==> src/rtl/fanout_cfg_ctrl.sv <==
module fanout_cfg_ctrl #(
  parameter int N_OUT = 10
) (
  input  logic             clk,
  input  logic             rst_n,
  input  logic             prog_en,
  input  logic             sdata,
  output logic [N_OUT-1:0] out_en,
  output logic             clk_sel,
  output logic             loaded
);
  localparam int SR_W   = N_OUT + 1;
  localparam int COMMIT = SR_W;
  localparam int LOCK   = SR_W + 1;
  localparam int CNT_W  = $clog2(LOCK + 1);

  logic [SR_W-1:0]  shreg;
  logic [CNT_W-1:0] cnt;
  logic [N_OUT-1:0] ctrl_en;
  logic             ctrl_sel;

  always_ff @(posedge clk or negedge rst_n) begin
    if (!rst_n) begin
      shreg    <= '0;
      cnt      <= '0;
      ctrl_en  <= '0;
      ctrl_sel <= 1'b0;
    end else if (!prog_en) begin
      shreg    <= '0;
      cnt      <= '0;
      ctrl_en  <= '0;
      ctrl_sel <= 1'b0;
    end else if (cnt < CNT_W'(COMMIT)) begin
      shreg <= {shreg[SR_W-2:0], sdata};
      cnt   <= cnt + 1'b1;
    end else if (cnt == CNT_W'(COMMIT)) begin
      ctrl_en  <= shreg[SR_W-1:1];
      ctrl_sel <= shreg[0];
      cnt      <= CNT_W'(LOCK);
    end
  end

  assign loaded  = (cnt == CNT_W'(LOCK));
  assign out_en  = prog_en ? ctrl_en : '1;
  assign clk_sel = prog_en ? ctrl_sel : sdata;

  AST_CLR_ON_LOW: assert property (@(posedge clk) disable iff (!rst_n)
    !prog_en |=> (cnt == '0 && shreg == '0 && ctrl_en == '0 && !ctrl_sel));

  AST_ZERO_UNTIL_COMMIT: assert property (@(posedge clk) disable iff (!rst_n)
    !loaded |-> (ctrl_en == '0 && !ctrl_sel));

  AST_COMMIT_COPY: assert property (@(posedge clk) disable iff (!rst_n)
    (prog_en && cnt == CNT_W'(COMMIT)) |=> (loaded && {ctrl_en, ctrl_sel} == $past(shreg)));

  AST_LOCK_HOLD: assert property (@(posedge clk) disable iff (!rst_n)
    (prog_en && loaded) |=> (loaded && $stable(ctrl_en) && $stable(ctrl_sel)));

  AST_LOADED_SRC: assert property (@(posedge clk) disable iff (!rst_n)
    $rose(loaded) |-> ($past(cnt) == CNT_W'(COMMIT) && $past(prog_en)));

  AST_CNT_RANGE: assert property (@(posedge clk) disable iff (!rst_n)
    cnt <= CNT_W'(LOCK));
endmodule

==> config.mk <==
export PLATFORM = sky130hd
export DESIGN_NAME = fanout_cfg_ctrl
export DESIGN_NICKNAME = d
export VERILOG_FILES = /design/src/rtl/fanout_cfg_ctrl.sv
export SDC_FILE = /design/constraint.sdc
export NUM_CORES = 1
export LEC_CHECK = 0
export BUFFER_PORTS_ARGS = -buffer_cell sky130_fd_sc_hd__buf_2
export CORE_AREA = 2 2 50 52
export CTS_BUF_LIST = sky130_fd_sc_hd__clkbuf_8
export DETAILED_ROUTE_END_ITERATION = 8
export DIE_AREA = 0 0 52 54
export PLACE_DENSITY = 0.83
export SETUP_SLACK_MARGIN = 0.05
export SLEW_MARGIN = 5
export SYNTH_ARGS = -nofsm -noshare
export SYNTH_HDL_FRONTEND = slang
export SYNTH_SLANG_ARGS = --single-unit
==> constraint.sdc <==
create_clock -name clk -period 2.2 [get_ports clk]
set_input_delay 0.22 -clock clk [delete_from_list [all_inputs] [get_ports clk]]
set_output_delay 0.22 -clock clk [all_outputs]
set_load 0.01 [all_outputs]
# Word level (Yosys, flattened, before mapping)
# Cells that the tools add are included.
dict set report totals {
  ff_bits 26
  input_bits 4
  output_inout_bits 12
  wordCells 26
}
dict set report op_classes {
  add_sub_neg 1
  magnitude_cmp 1
  eq_ne 6
  muxes 13
  reduce_logical 1
}
# operator count
set op_table {}
lappend op_table {{$mux 10} 4}
lappend op_table {{$mux 11} 2}
lappend op_table {{$mux 4} 3}
lappend op_table {{$eq 4x4->1 const B} 2}
lappend op_table {{$add 4x1->4 const B} 1}
lappend op_table {{$lt 4x4->1 const B} 1}
lappend op_table {{$mux 1} 4}
lappend op_table {{$ne 2x1->1 const B} 2}
lappend op_table {{$ne 3x1->1 const B} 1}
lappend op_table {{$ne 2x2->1 const B} 1}
lappend op_table {{$reduce_and 2->1} 1}

# Longest topological paths before layout
dict set report depth {
  ltp_word 4
  depth_mapped 4
  ltp_nobuf 3
}

# Least setup slack after synthesis
# Ideal clock, no wire load.
dict set report synth_timing {
  path_kind {register to register}
  start {register cnt[0]}
  end {register shreg[1]}
  setup_time_ns 0.079
  arrival_time_ns 1.265
  t_required_ns 2.121
  setup_slack_ns 0.855
  stages_incl_launch_ff 5
  path_buffers 1
  period_less_slack_ns 1.345
  cell_sequence {dfrtp_1 ha_1 o21ai_1 buf_6 mux2i_1}
}
dict set report synth_between {
  elab_chain_len 2
}
# item line
set synth_rtl {}
lappend synth_rtl {{from (decl)} 18} ;# logic [CNT_W-1:0] cnt;
lappend synth_rtl {{from (signal assigned)} 35} ;# cnt <= cnt + 1'b1;
lappend synth_rtl {{from (signal assigned)} 39} ;# cnt <= CNT_W'(LOCK);
lappend synth_rtl {{$lt 4x4->1} 33} ;# end else if (cnt < CNT_W'(COMMIT)) begin
lappend synth_rtl {{$ne 2x1->1 (no source line)} --}
lappend synth_rtl {{to (signal assigned)} 34} ;# shreg <= {shreg[SR_W-2:0], sdata};
lappend synth_rtl {{to (decl)} 17} ;# logic [SR_W-1:0] shreg;
# No other way between the ends.
# A chain may end at the register's enable or synchronous reset.

# Worst setup path after layout
dict set report layout_timing {
  start {register cnt[0]}
  end {register ctrl_en[8]}
}
dict set report layout_between {
  elab_chain_len 3
  word_cells_on_any_way 5
  cone_classes {1 x order compare; 3 x eq/ne; 1 x reduce/logical}
}
# item line
set layout_rtl {}
lappend layout_rtl {{$lt 4x4->1 / $eq 4x4->1 (equally long branches)} {33, 36}}
lappend layout_rtl {{$ne 2x2->1 (no source line) / $ne 2x1->1 (equally long branches)} --}
lappend layout_rtl {{$reduce_and 2->1 (no source line) *} --}
lappend layout_rtl {{to (signal assigned)} 37} ;# ctrl_en <= shreg[SR_W-1:1];
lappend layout_rtl {{to (decl)} 19} ;# logic [N_OUT-1:0] ctrl_en;
# Mark *: on every way between the ends. The rest lies on a longest branch, timed or not.

==> impl_metrics.csv <==
group,metric,value,unit
floorplan,fp.dieH,54,um
sta,slew_headroom,54.5,%
cts,cts_hold_buf,1,
power,sw_frac_of_total,21.8,%
synthesis,seq_area_frac_synth,54.8,%
finish,final_area,1350,um2
setup_path,critPathLaunchType,"flop",
floorplan,design.core.area,2320,um2
setup_path,crit_fanout,11,
synthesis,synth_top_area_share,54.8,%
detailed_routing,drt-wirelength-per-cell,12.6,um
synthesis,avgSynthCellArea,11.3,um2
detailed_routing,drcViolationCount,0,
finish,synthToLayoutAreaGrowth,13.4,%
floorplan,start_util,51.2,%
synthesis,synthCells,105,
synthesis,ys_ff_latch,26,
global_route,grt_pass1_wl,3.24,mm
detailed_routing,antenna_left,0,
cts,ctsLongestPathBuffers,2,
setup_path,endpoint_kind,"flop",
sta,setup_viol,0,
sta,maxSlewViolCount,0,
run_status,status,"completed",
cts,cts_max_level,1,
floorplan,rows,18,
power,max-vdd-ir-drop,0.457,mV
setup_path,worstSetupPathType,"reg -> reg",
detailed_routing,drtIter0Drc,17,
sta,tns,0,ps
cts,cts_root_buf,"clkbuf_8",
detailed_routing,vias_per_cell,5.03,
cts,clkTransAtPathRegs,80,ps
cts,insertion_delay,270,ps
floorplan,ios,16,
sta,fmax,615,MHz
synthesis,synth_common_cells,"dfrtp_1 (26), nand2_1 (23), mux2i_1 (22), nand2b_1 (10), inv_1 (4)",
synthesis,synth_edf_count,0,
sta,fin_skew,4.07,ps
placement,place_area,1280,um2
synthesis,synth_area_leaders,"dfrtp_1 (55%), mux2i_1 (19%), nand2_1 (7.3%), nand2b_1 (5.3%), ha_1 (2.1%)",
synthesis,synth_cell_types,20,
detailed_routing,num_vias,764,
setup_path,r2r_start,"cnt[0]$_DFFE_PN0P_",
placement,hpwl,1.28,mm
finish,diodes,0,
sta,hold_viol,0,
synthesis,synth_nets,111,
power,p_sw,0.186,mW
synthesis,async_flop_share,100,%
sta,tightest_slew,683,ps
sta,fin_crit,1630,ps
placement,port_buffers,15,
synthesis,synthesis.area,1190,um2
cts,cts_tree,"built",
cts,cts_resized,0,
detailed_routing,wl,1.92,mm
cts,cts-buffers-inserted,3,
power,pwr-share-comb,7.1,%
synthesis,synth_top_area_cell,"dfrtp_1",
synthesis,yosysMostFrequentCell,"dfrtp_1",
setup_path,crit_start,"cnt[0]$_DFFE_PN0P_",
cts,cts_setup_buffers,0,
placement,finalWeightedCongestion,0.710,
cts,cts_sinks,26,
floorplan,die_x,52,um
sta,period_share,73.9,%
placement,place_ws,585,ps
run,cap_violations,0,
setup_path,crit_arrival,1820,ps
global_route,grt_max_degree,28,
power,p_leak,0.713,nW
sta,setup_slack,575,ps
global_route,track_usage,16.3,%
power,p_int,0.668,mW
finish,postLayoutCoreUtil,58.0,%
finish,drive_gt1_share,19.7,%
setup_path,reg2reg_slack,570,ps
setup_path,crit_required,2390,ps
detailed_routing,firstDrtPassIters,4,
power,power.density,635,nW/um2
finish,fin_nets,129,
sta,rsz0062_at_grt,"false",
min_path,hp-start,"sdata",
power,pwr-share-clk,35.4,%
floorplan,die_area,2810,um2
global_route,first_global_vias,723,
global_route,antenna_found_initial,0,
global_route,globalRouteOverflowTotal,0,
min_path,hold_path_class,"in -> reg",
synthesis,synth_flop_cell,"dfrtp_1",
synthesis,yosysWarningCount,0,
power,pwr-share-seq,57.5,%
[power groups by stage]
| stage | logic (mW) | clock network, mW | registers (mW) |
|---|---|---|---|
| final | 0.0608 | 0.302 | 0.491 |
| after global routing | 0.0697 | 0.326 | 0.493 |
| after CTS | 0.0626 | 0.317 | 0.491 |
| after detailed placement | 0.0611 | 0 | 0.501 |
| after global placement | 0.0588 | 0 | 0.500 |
| after floorplan | 0.0347 | 0 | 0.499 |
[final timing paths]
path	to	cells after the start
max	ctrl_en[8]$_DFFE_PN0P_	3
min	shreg[0]$_DFFE_PN0P_	3
max reg2reg	ctrl_en[8]$_DFFE_PN0P_	3
min reg2reg	ctrl_en[2]$_DFFE_PN0P_	2
max in group asynchronous	shreg[6]$_DFFE_PN0P_	2
min in group asynchronous	cnt[2]$_DFFE_PN0P_	2
[flip-flops by register name, indices dropped and copies added (netlist names)]
| signal | flops |
|---|---|
| ctrl_en | 10 |
| shreg | 11 |
| ctrl_sel | 1 |
| cnt | 4 |
[cells by family after synthesis]
kind of cell / synth area share (%)
AND/OR/NAND/NOR: 15.0
flip-flops: 54.8
multiplexers: 18.5
buffers and inverters: 4.74
AO/OA/AOI/OAI: 4.85
adder cells (fa/ha/maj): 2.11
[stage by stage]
stage	instances	total power, mW	hold slack [ps]
2_1_floorplan	105	0.534	-75.6
3_5_place_dp	147	0.562	249
4_1_cts	152	0.871	214
5_1_grt	152	0.888	209
6_report	152	0.855	216
3_3_place_gp	147	0.559	239
[critical path, cell delays in order (launching register included)]
cell and delay [ps]:
dfrtp_1 420, ha_1 230, and3b_1 620, mux2i_1 270
[per-layer routing]
| layer | GRT usage [%] | wire (um) | vias up |
|---|---|---|---|
| li1 | - | - | 379 |
| met5 | 0 | 0 | - |
| met2 | 25.7 | 921 | 15 |
| met1 | 20.5 | 883 | 365 |
| met4 | 10.5 | 51 | 0 |
| met3 | 3.33 | 64 | 5 |
[layout make-up]
cell class	count	area, um2
clock buffer	4	55.1
inverter	4	15.0
fill	205	973
sequential	26	651
timing repair buffer	19	108
tap	30	37.5
multi-input combinational	69	480
[placed cells by master (no fill, tap or decap)]
cell type,Yosys,layout
a21bo_2,1,1
a21boi_0,1,1
a31o_2,1,1
a31oi_1,1,1
and3_1,1,1
and3b_1,1,1
and4_1,1,1
buf_2,3,15
buf_4,0,3
clkbuf_8,0,4
dfrtp_1,26,26
dlygate4sd3_1,0,1
ha_1,2,2
inv_1,4,4
mux2i_1,22,22
nand2_1,23,23
nand2b_1,10,10
nand3_1,1,1
o211a_1,1,1
o21ai_0,2,2
o21ai_1,1,1
No activity file was read; power rests on OpenSTA's default activity.
